## config.mk

```make
export PLATFORM = sky130hd
export DESIGN_NAME = led_status_mux
export DESIGN_NICKNAME = d
export VERILOG_FILES = /design/src/rtl/led_stat_pkg.sv /design/src/rtl/led_tick_gen.sv /design/src/rtl/led_channel.sv /design/src/rtl/led_status_mux.sv
export SDC_FILE = /design/constraint.sdc
export NUM_CORES = 1
export LEC_CHECK = 0
export BUFFER_PORTS_ARGS = -buffer_cell sky130_fd_sc_hd__buf_2
export CORE_MARGIN = 8
export CORE_UTILIZATION = 49
export DETAILED_ROUTE_END_ITERATION = 6
export PLACE_DENSITY = 0.73
export SYNTH_ARGS = -nofsm -noshare
export SYNTH_HDL_FRONTEND = slang
export SYNTH_HIERARCHICAL = 1
export SYNTH_SLANG_ARGS = --single-unit
```

## constraint.sdc

```tcl
create_clock -name clk -period 3.7 [get_ports clk]
set_clock_uncertainty 0.1 [all_clocks]
set_input_delay 0 -clock clk [delete_from_list [all_inputs] [get_ports clk]]
set_output_delay 0 -clock clk [all_outputs]
set_load 0.01 [all_outputs]
```

## src/rtl/led_stat_pkg.sv

```systemverilog
package led_stat_pkg;
  localparam int unsigned STAT_W = 11;
  localparam int unsigned CFG_W  = STAT_W + 2;

  typedef enum int unsigned {
    ST_COLL     = 0,
    ST_FDLINK   = 1,
    ST_HDLINK   = 2,
    ST_JAB      = 3,
    ST_RXMATCH  = 4,
    ST_RXPOL    = 5,
    ST_RXACT    = 6,
    ST_WAKE     = 7,
    ST_XCVR_OFF = 8,
    ST_MII_ON   = 9,
    ST_TXACT    = 10
  } stat_idx_e;

  typedef struct packed {
    logic              totem;
    logic              stretch;
    logic [STAT_W-1:0] en;
  } led_cfg_t;

  // Reset value of one LED's configuration register
  function automatic led_cfg_t led_cfg_default(int unsigned idx);
    led_cfg_t c;
    c.totem   = 1'b0;
    c.stretch = 1'b1;
    c.en      = '0;
    case (idx)
      0: begin c.en[ST_FDLINK] = 1'b1; c.en[ST_HDLINK] = 1'b1; end
      1: c.en[ST_RXACT] = 1'b1;
      2: c.en[ST_RXPOL] = 1'b1;
      3: c.en[ST_TXACT] = 1'b1;
      default: c.en = '0;
    endcase
    return c;
  endfunction

  // Masked OR of the status vector
  function automatic logic led_combine(logic [STAT_W-1:0] st, logic [STAT_W-1:0] en);
    return |(st & en);
  endfunction
endpackage

```

## src/rtl/led_tick_gen.sv

```systemverilog
module led_tick_gen #(
  parameter int unsigned DIV = 6578947
) (
  input  logic clk,
  input  logic rst_n,
  output logic tick_o
);
  localparam int unsigned CW = (DIV > 1) ? $clog2(DIV) : 1;
  localparam logic [CW-1:0] LAST = CW'(DIV - 1);

  logic [CW-1:0] cnt_q;
  logic          at_end;

  assign at_end = (cnt_q == LAST);

  always_ff @(posedge clk) begin
    if (!rst_n)      cnt_q <= '0;
    else if (at_end) cnt_q <= '0;
    else             cnt_q <= cnt_q + 1'b1;
  end

  assign tick_o = at_end;

  generate
    if (DIV > 1) begin : g_chk
      p_tick_isolated_r9: assert property (@(posedge clk) disable iff (!rst_n)
        tick_o |=> !tick_o);
      p_tick_restart_r9: assert property (@(posedge clk) disable iff (!rst_n)
        tick_o |=> (cnt_q == '0));
    end
  endgenerate
endmodule

```

## src/rtl/led_channel.sv

```systemverilog
module led_channel
  import led_stat_pkg::*;
#(
  parameter int unsigned SR_W = 3,
  parameter int unsigned IDX  = 0
) (
  input  logic              clk,
  input  logic              rst_n,
  input  logic              tick_i,
  input  logic [STAT_W-1:0] status_i,
  input  logic              cfg_wr_i,
  input  led_cfg_t          cfg_wdata_i,
  output logic              led_o,
  output logic              led_oe_o
);
  led_cfg_t          cfg_q;
  logic              hit;
  logic [SR_W-1:0]   sr_q;
  logic              held;
  logic              lit;

  always_ff @(posedge clk) begin
    if (!rst_n)        cfg_q <= led_cfg_default(IDX);
    else if (cfg_wr_i) cfg_q <= cfg_wdata_i;
  end

  assign hit = led_combine(status_i, cfg_q.en);

  // Fill dominates shift; serial input is zero
  always_ff @(posedge clk) begin
    if (!rst_n)      sr_q <= '0;
    else if (hit)    sr_q <= '1;
    else if (tick_i) sr_q <= {sr_q[SR_W-2:0], 1'b0};
  end

  assign held     = |sr_q;
  assign lit      = cfg_q.stretch ? (hit | held) : hit;
  assign led_o    = cfg_q.totem & lit;
  assign led_oe_o = cfg_q.totem | lit;

  p_cfg_load_r2: assert property (@(posedge clk) disable iff (!rst_n)
    cfg_wr_i |=> (cfg_q == $past(cfg_wdata_i)));
  p_fill_r3: assert property (@(posedge clk) disable iff (!rst_n)
    hit |=> (&sr_q));
  p_lit_on_hit_r3: assert property (@(posedge clk) disable iff (!rst_n)
    hit |-> (cfg_q.totem ? led_o : led_oe_o));
  p_shift_r4: assert property (@(posedge clk) disable iff (!rst_n)
    (!hit && tick_i) |=> (sr_q == {$past(sr_q[SR_W-2:0]), 1'b0}));
  p_hold_r4: assert property (@(posedge clk) disable iff (!rst_n)
    (!hit && !tick_i) |=> $stable(sr_q));
  p_fill_wins_r5: assert property (@(posedge clk) disable iff (!rst_n)
    (hit && tick_i) |=> (&sr_q));
  p_direct_dark_r6: assert property (@(posedge clk) disable iff (!rst_n)
    (!cfg_q.stretch && !hit) |-> !(cfg_q.totem ? led_o : led_oe_o));
  p_od_low_r7: assert property (@(posedge clk) disable iff (!rst_n)
    !cfg_q.totem |-> !led_o);
  p_tp_drive_r8: assert property (@(posedge clk) disable iff (!rst_n)
    cfg_q.totem |-> led_oe_o);
endmodule

```

## src/rtl/led_status_mux.sv

```systemverilog
module led_status_mux
  import led_stat_pkg::*;
#(
  parameter int unsigned NUM_LED  = 4,
  parameter int unsigned TICK_DIV = 6578947,
  parameter int unsigned SR_W     = 3
) (
  input  logic               clk,
  input  logic               rst_n,
  input  logic [STAT_W-1:0]  status_i,
  input  logic [NUM_LED-1:0] cfg_wr_i,
  input  logic [CFG_W-1:0]   cfg_wdata_i,
  output logic               tick_o,
  output logic [NUM_LED-1:0] led_o,
  output logic [NUM_LED-1:0] led_oe_o
);
  logic     tick;
  led_cfg_t wdata;

  assign wdata  = led_cfg_t'(cfg_wdata_i);
  assign tick_o = tick;

  led_tick_gen #(.DIV(TICK_DIV)) u_tick (
    .clk    (clk),
    .rst_n  (rst_n),
    .tick_o (tick)
  );

  generate
    for (genvar i = 0; i < NUM_LED; i++) begin : g_led
      led_channel #(.SR_W(SR_W), .IDX(i)) u_ch (
        .clk         (clk),
        .rst_n       (rst_n),
        .tick_i      (tick),
        .status_i    (status_i),
        .cfg_wr_i    (cfg_wr_i[i]),
        .cfg_wdata_i (wdata),
        .led_o       (led_o[i]),
        .led_oe_o    (led_oe_o[i])
      );
    end
  endgenerate

  p_reset_dark_r10: assert property (@(posedge clk)
    !rst_n |=> (led_o == '0));
endmodule

```

==> run_results.csv, run 1 <==
group,metric,value,unit
global_routing,grt_pass1_vias,2962,
floorplanning,io_pins,39,
floorplanning,die_w,103,um
final_layout,final_common_cell,"dfxtp_1",
global_routing,grtUsageTotal,17.1,%
global_routing,grt_pass1_wl,14200,um
logic_synthesis,ys_ff_latch,87,
detailed_routing,drtIter0Drc,108,
final_layout,layout.nets,451,
clock_network,cts_resized,0,
detailed_routing,drtAntennaViolNets,0,
final_layout,insertedDiodeCount,0,
logic_synthesis,ys_types,35,
final_layout,final_cell_mix,"dfxtp_1, mux2i_1, nor2_1",
place,routabilityCongestion,0.764,
clock_network,postCtsSetupBuffers,0,
status,status,"finished clean",
place,place_ws,1.53,ns
setup_path,path_cells,"nor4_1 -> nand2_1 -> o41ai_4 -> buf_4 -> a21oi_1",
place,post-dp-hpwl,5720,um
setup_path,worstSetupStartpointType,"flip-flop",
sta,drv_slew,0,
place,place_area,3950,um2
final_layout,postLayoutCoreUtil,59.5,%
detailed_routing,wl,8350,um
sta,fmax,0.456,GHz
setup_path,worst-setup-path-type,"reg -> reg",
logic_synthesis,ys_seq_area_share,46.8,%
floorplanning,die-height,103,um
final_layout,area_delta_synth_final,16.6,%
clock_network,root_buffer,"clkbuf_8",
setup_path,cp_max_fo,16,
sta,max-slew-margin-rel,48.7,%
floorplanning,rows,31,
clock_network,cts_buffer_depth,2,
setup_path,end_kind,"flip-flop",
clock_network,clock_latency,0.36,ns
setup_path,crit_required,3.83,ns
clock_network,cts_buffers,9,
setup_path,cp_top_family,"compound AO/OA/AOI/OAI gates",
final_layout,fin_area,4340,um2
detailed_routing,drc,0,
setup_path,critPathBufInv,1,
setup_path,crit_arrival,2.32,ns
logic_synthesis,yosysWarningCount,6,
clock_network,cts.clk_slew.worst_paths,0.10,ns
floorplanning,initial_core_util,51.0,%
clock_network,cts.sinks,87,
logic_synthesis,synthTopCellsByArea,"dfxtp_1, mux2i_1, nor2_1, a22oi_1, a31oi_1",
logic_synthesis,syn-instance-count,370,
detailed_routing,num_vias,2922,
power,p_leak,1.81,nW
logic_synthesis,synth_area,3720,um2
detailed_routing,first_pass_iters,5,
job,maxCapViolations,0,
final_layout,drive_above_1_share,19.3,%
sta,fin_tns_setup,0,ns
sta,setup_viol,0,
clock_network,cts_htree_levels,3,
sta,layout_setup_ws,1.51,ns
logic_synthesis,synth.avg_cell_area,10.1,um2
floorplanning,dieArea,10600,um2
sta,worstMarginPinSlew,0.770,ns
power,ir_drop,0.231,mV
global_routing,antenna_found_initial,0,
setup_path,crit_slowest_cell,"o41ai_4",
logic_synthesis,yosysTopAreaCell,"dfxtp_1",
sta,hold_viol,0,
worst_hold_path,min_path_type,"in -> reg",
global_routing,grt_max_degree,17,
detailed_routing,viasPerCell,5.59,
detailed_routing,post_drt_wl_per_cell,16.0,um
sta,grt_setup_unrepaired,"no",
sta,period_share,59.3,%
power,p_per_area,457,nW/um2
clock_network,cts_tree,"done",
global_routing,gr-total-overflow,0,
logic_synthesis,synth_top_area_share,46.8,%
floorplanning,core-area,7290,um2
sta,final.min_clock_period,2.19,ns
place,port_buffers,38,
logic_synthesis,synth_nets,402,
setup_path,critical-path-max-stage-delay,0.65,ns
-- worst paths after layout --
check,startpoint,end,slack (ns),cells after the start
hold / removal,cfg_wr_i[3],g_led[3].u_ch/cfg_q[11],0.03,3
setup / recovery,u_tick/cnt_q[4],u_tick/cnt_q[22],1.51,5
setup reg to reg,u_tick/cnt_q[4],u_tick/cnt_q[22],1.51,5
hold reg to reg,g_led[0].u_ch/cfg_q[2],g_led[0].u_ch/cfg_q[2],0.39,2
-- repair_timing --
item / CTS / global route
hold buffers: 16 / 0
setup endpoints to repair: 0 / 0
endpoints found under the hold margin: 60 / 0
-- routing by layer --
metal | wire [um] | track usage (%) | vias up
li1 | - | - | 1436
met1 | 3890 | 22.1 | 1408
met2 | 3890 | 26.9 | 71
met3 | 485 | 3.38 | 7
met4 | 85 | 7.90 | 0
met5 | 0 | 0 | -
-- logic make-up after synthesis --
logic type,share of synthesized area (%)
flops,46.8
buf+inv,4.10
simple gates,17.8
fa+ha+maj,0.672
compound gates,11.1
mux,16.4
xor+xnor,3.06
-- state kept, by name (all words and copies together) (netlist names) --
signal            count
u_tick/cnt_q         23
g_led.u_ch/cfg_q     52
g_led.u_ch/sr_q      12
-- per-stage QoR --
stage | hold WS, ns | total power [mW] | instances
2_1_floorplan | -0.0381 | 1.16 | 370
3_5_place_dp | 0.173 | 1.22 | 491
5_1_grt | 0.0446 | 2.07 | 523
6_report | 0.0294 | 1.98 | 523
4_1_cts | 0.0109 | 2.00 | 523
3_3_place_gp | 0.172 | 1.22 | 491
-- synth_stat cells --
| cell | count |
|---|---|
| a21oi_1 | 2 |
| a21oi_2 | 5 |
| a222oi_1 | 4 |
| a22oi_1 | 16 |
| a31oi_1 | 16 |
| and2_1 | 2 |
| and3_1 | 3 |
| and3_2 | 1 |
| and4_1 | 8 |
| buf_2 | 5 |
| buf_4 | 6 |
| buf_6 | 2 |
| clkbuf_1 | 5 |
| dfxtp_1 | 87 |
| ha_1 | 2 |
| inv_1 | 11 |
| mux2i_1 | 61 |
| nand2_1 | 14 |
| nand2b_1 | 4 |
| nand3_1 | 7 |
| nand4_1 | 9 |
| nand4_2 | 1 |
| nand4_4 | 1 |
| nand4b_1 | 2 |
| nor2_1 | 44 |
| nor2_2 | 15 |
| nor4_1 | 3 |
| o21ai_0 | 7 |
| o31ai_1 | 5 |
| o41ai_4 | 1 |
| or3_1 | 6 |
| or4_1 | 1 |
| or4_4 | 1 |
| xnor2_1 | 2 |
| xor2_1 | 11 |
-- final cells by class --
class	instances	area, um2
Clock buffer	10	138
Fill cell	675	2950
Tap cell	99	124
Clock inverter	6	97.6
Sequential cell	87	1740
Multi-Input combinational cell	254	1830
Timing Repair Buffer	56	365
Inverter	11	41.3
-- worst register-to-register path, cell delays in order (launching register included) --
cell and delay [ns]:
dfxtp_1 0.35, nor4_1 0.34, nand2_1 0.18, o41ai_4 0.65, buf_4 0.38, a21oi_1 0.07
-- power by group --
part / internal [mW] / switching, mW
registers: 0.985 / 0.0289
clock network: 0.410 / 0.355
logic: 0.0896 / 0.115
Power figures use the tool's default switching activity.
==> run 2: changes to the inputs <==
--- a/config.mk
+++ b/config.mk
@@ -5,11 +5,12 @@
 export SDC_FILE = /design/constraint.sdc
 export NUM_CORES = 1
 export LEC_CHECK = 0
+export ABC_AREA = 1
 export BUFFER_PORTS_ARGS = -buffer_cell sky130_fd_sc_hd__buf_2
 export CORE_MARGIN = 8
 export CORE_UTILIZATION = 49
 export DETAILED_ROUTE_END_ITERATION = 6
-export PLACE_DENSITY = 0.73
+export PLACE_DENSITY = 0.76
 export SYNTH_ARGS = -nofsm -noshare
 export SYNTH_HDL_FRONTEND = slang
 export SYNTH_HIERARCHICAL = 1
==> constraint.sdc (replaced) <==
create_clock -name clk -period 1.93 [get_ports clk]
set_clock_uncertainty 0.1 [all_clocks]
set_input_delay 0 -clock clk [delete_from_list [all_inputs] [get_ports clk]]
set_output_delay 0 -clock clk [all_outputs]
set_load 0.01 [all_outputs]
==> run 2 against run 1 <==
Against the previous run: sequential power increased by 93%; clock-buffer cell count unchanged; combinational power increased by 120%; final area grew 9.5%; clock power grew 87%; via count rose by 28%; critical path depth rose by 3; first-iteration DRC count is 96% higher; power rose by 93%; routed wire length grew 20%; register-to-register slack got worse by 1.3 ns; largest cell class unchanged; largest power group unchanged; highest routed layer unchanged.
==> run_results.csv, run 2 <==
group,metric,value,unit
status,status,"finished clean",
logic_synthesis,ys.flop_type,"dfxtp_1",
power,p_sw,986,uW
setup_path,critPathBufInv,4,
place,routabilityCongestion,0.839,
detailed_routing,routed-wl-met2,5230,um
detailed_routing,num_vias,3753,
floorplanning,io_pins,39,
setup_path,path_cells,"inv_2 -> ha_1 -> nand4_1 -> nor2_2 -> nand3_2 -> inv_2 -> buf_12 -> buf_2",
detailed_routing,wl_met1,4190,um
sta,fin_tns_setup,0,ns
global_routing,gr-total-overflow,0,
logic_synthesis,synth_area,4010,um2
power,p_seq_share,50.9,%
logic_synthesis,yosysWarningCount,6,
detailed_routing,drc,0,
logic_synthesis,synth_compound_area_share,10.3,%
detailed_routing,viasPerCell,5.00,
final_layout,layout.nets,672,
logic_synthesis,synthAdderAreaFrac,0.624,%
detailed_routing,wl,10000,um
final_layout,area_delta_synth_final,18.5,%
power,p_leak,2.16,nW
logic_synthesis,synth_simple_gate_area_share,36.9,%
logic_synthesis,synth_most_common_cell,"nor2_1",
power,switching_share,25.8,%
logic_synthesis,ys_types,28,
clock_network,cts.clk_slew.worst_paths,0.09,ns
floorplanning,core-area,8090,um2
job,maxCapViolations,0,
power,total_power,3.83,mW
logic_synthesis,synth-xor-area-share,1.97,%
clock_network,clock_latency,0.36,ns
sta,layout_setup_ws,0.144,ns
sta,setup_viol,0,
setup_path,crit_arrival,1.69,ns
detailed_routing,dr_wl_met3,401,um
final_layout,final_common_cell,"nor2_1",
power,internal-power,2.84,mW
setup_path,critical-path-max-stage-delay,0.35,ns
global_routing,grt_pass1_vias,3714,
detailed_routing,highest_layer,"met4",
logic_synthesis,synth_edf_count,0,
final_layout,drive_above_1_share,15.7,%
setup_path,worst-setup-path-type,"reg -> out",
logic_synthesis,synth_top_area_share,43.4,%
worst_hold_path,min_from,"status_i[9]",
sta,final.min_clock_period,1.79,ns
floorplanning,dieArea,11300,um2
detailed_routing,post_drt_wl_per_cell,13.4,um
logic_synthesis,yosysTopAreaCell,"dfxtp_1",
power,p_clk_share,37.5,%
floorplanning,die-height,106,um
setup_path,end_kind,"output pin",
floorplanning,initial_core_util,49.6,%
global_routing,grtUsageTotal,18.2,%
power,combPwrFrac,11.6,%
sta,worstMarginPinSlew,0.532,ns
sta,grt_setup_unrepaired,"no",
sta,whs,0.0703,ns
setup_path,worstSetupStartpointType,"flip-flop",
final_layout,fill_cells,749,
logic_synthesis,ys_ff_latch,87,
logic_synthesis,synth_top_family_by_area,"simple AND/OR/NAND/NOR gates",
setup_path,crit_top_cell,"inv_2",
sta,max-slew-margin-rel,64.5,%
floorplanning,rows,33,
final_layout,largest-register,"g_led.u_ch/cfg_q",
logic_synthesis,synth.avg_cell_area,6.94,um2
setup_path,cp_max_fo,21,
detailed_routing,drtAntennaViolNets,0,
power,ir_drop,0.429,mV
logic_synthesis,ys_top_cells_by_count,"nor2_1, nand2_1, dfxtp_1",
final_layout,insertedDiodeCount,0,
logic_synthesis,syn-instance-count,578,
final_layout,top_regs,"g_led.u_ch/cfg_q x52, u_tick/cnt_q x23, g_led.u_ch/sr_q x12",
logic_synthesis,synthTopCellsByArea,"dfxtp_1, nor2_1, nand2_1, o21ai_0, inv_1",
clock_network,cts.sinks,87,
place,place_inst,709,
setup_path,crit_required,1.83,ns
setup_path,cp_top_family,"buffers and inverters",
worst_hold_path,min_path_type,"in -> reg",
final_layout,final_cell_mix,"nor2_1, nand2_1, dfxtp_1",
power,p_per_area,805,nW/um2
clock_network,cts_tree,"done",
logic_synthesis,ys_seq_area_share,43.4,%
floorplanning,die_w,106,um
clock_network,cts_buffer_depth,2,
detailed_routing,drtIter0Drc,212,
clock_network,cts_buffers,9,
place,place_ws,0.257,ns
sta,hold_viol,0,
sta,fmax,0.560,GHz
logic_synthesis,synth_nets,610,
place,port_buffers,38,
detailed_routing,first_pass_iters,4,
clock_network,root_buffer,"clkbuf_8",
setup_path,r2r_start,"u_tick/cnt_q[0]",
clock_network,cts_htree_levels,3,
global_routing,grt_pass1_wl,16800,um
final_layout,fin_cells,750,
setup_path,crit_path_start,"u_tick/cnt_q[0]",
logic_synthesis,muxShareOfSynthArea,0,%
place,post-dp-hpwl,6750,um
logic_synthesis,synthArstFlopShare,0,%
setup_path,crit_slowest_cell,"dfxtp_1",
global_routing,antenna_found_initial,0,
sta,period_share,92.5,%
final_layout,largest_reg_flops,52,
sta,drv_slew,0,
global_routing,grt_max_degree,35,
run 2: cell types whose count changed in the layout (fill, tap and decap cells not counted), sizes merged, moves of 6 or more:
cell / before / now
nand4: 11 / 5
a22oi: 16 / 0
or3: 6 / 0
nand2: 14 / 128
inv: 14 / 48
xor2: 11 / 4
mux2i: 61 / 0
a31oi: 16 / 0
dlygate4sd3: 16 / 25
nor2: 59 / 182
and4: 8 / 0
a21oi: 7 / 29
o21ai: 7 / 51
nand3: 7 / 19
run 2: path summary, 6_finish.rpt:
| path | to | slack (ns) | cells past startpoint |
|---|---|---|---|
| worst max-delay path | tick_o | 0.14 | 8 |
| worst min-delay path | g_led[2].u_ch/sr_q[0] | 0.07 | 7 |
| worst max register to register | u_tick/cnt_q[9] | 0.22 | 7 |
| worst min register to register | g_led[1].u_ch/cfg_q[11] | 0.37 | 2 |
run 2: power by group through the flow:
stage | sequential, mW | combinational, mW | clock, mW
2_1_floorplan | 1.97 | 0.276 | 0
3_3_place_gp | 1.98 | 0.382 | 0
3_5_place_dp | 1.99 | 0.398 | 0
4_1_cts | 1.95 | 0.440 | 1.47
5_1_grt | 1.96 | 0.505 | 1.54
6_report | 1.95 | 0.445 | 1.43
run 2: worst reg2reg max path, delay by kind of cell, from the launching register on:
family	cells	cell delay [ns]
buffers and inverters	1	0.09
flip-flops	1	0.35
AND/OR/NAND/NOR	5	0.89
adder cells (fa/ha/maj)	1	0.16
run 2: timing repair:
item / 4_1_cts / 5_1_grt
setup endpoints to repair: 1 / 8
resized for setup: 1 / 7
endpoints found under the hold margin: 52 / 0
gates cloned: 0 / 0
hold buffers: 25 / 0
setup buffers: 0 / 0
run 2: metal layers:
| metal | up-vias | global-route usage (%) |
|---|---|---|
| met2 | 77 | 32.6 |
| met1 | 1735 | 20.4 |
| met5 | - | 0 |
| met4 | 0 | 8.24 |
| met3 | 17 | 3.51 |
| li1 | 1924 | - |
run 2: stage by stage:
stage	instance area, um2	utilization (%)
6_report	4750	58.8
5_1_grt	4750	58.8
4_1_cts	4730	58.5
3_5_place_dp	4250	52.5
3_3_place_gp	4250	52.5
2_1_floorplan	4010	-
run 2: logic make-up (layout without fill, tap and decap cells):
logic type,count (synthesis),count (layout)
compound gates,81,81
xor+xnor,9,9
fa+ha+maj,2,2
buf+inv,61,128
flops,87,87
simple gates,338,338
run 2: cell type report:
class,instances,area (um2),area share [%]
Tap cell,105,131,2.76
Sequential cell,87,1740,36.6
Clock buffer,10,138,2.89
Timing Repair Buffer,65,468,9.84
Inverter,47,176,3.71
Clock inverter,6,92.6,1.95
Multi-Input combinational cell,430,2010,42.2
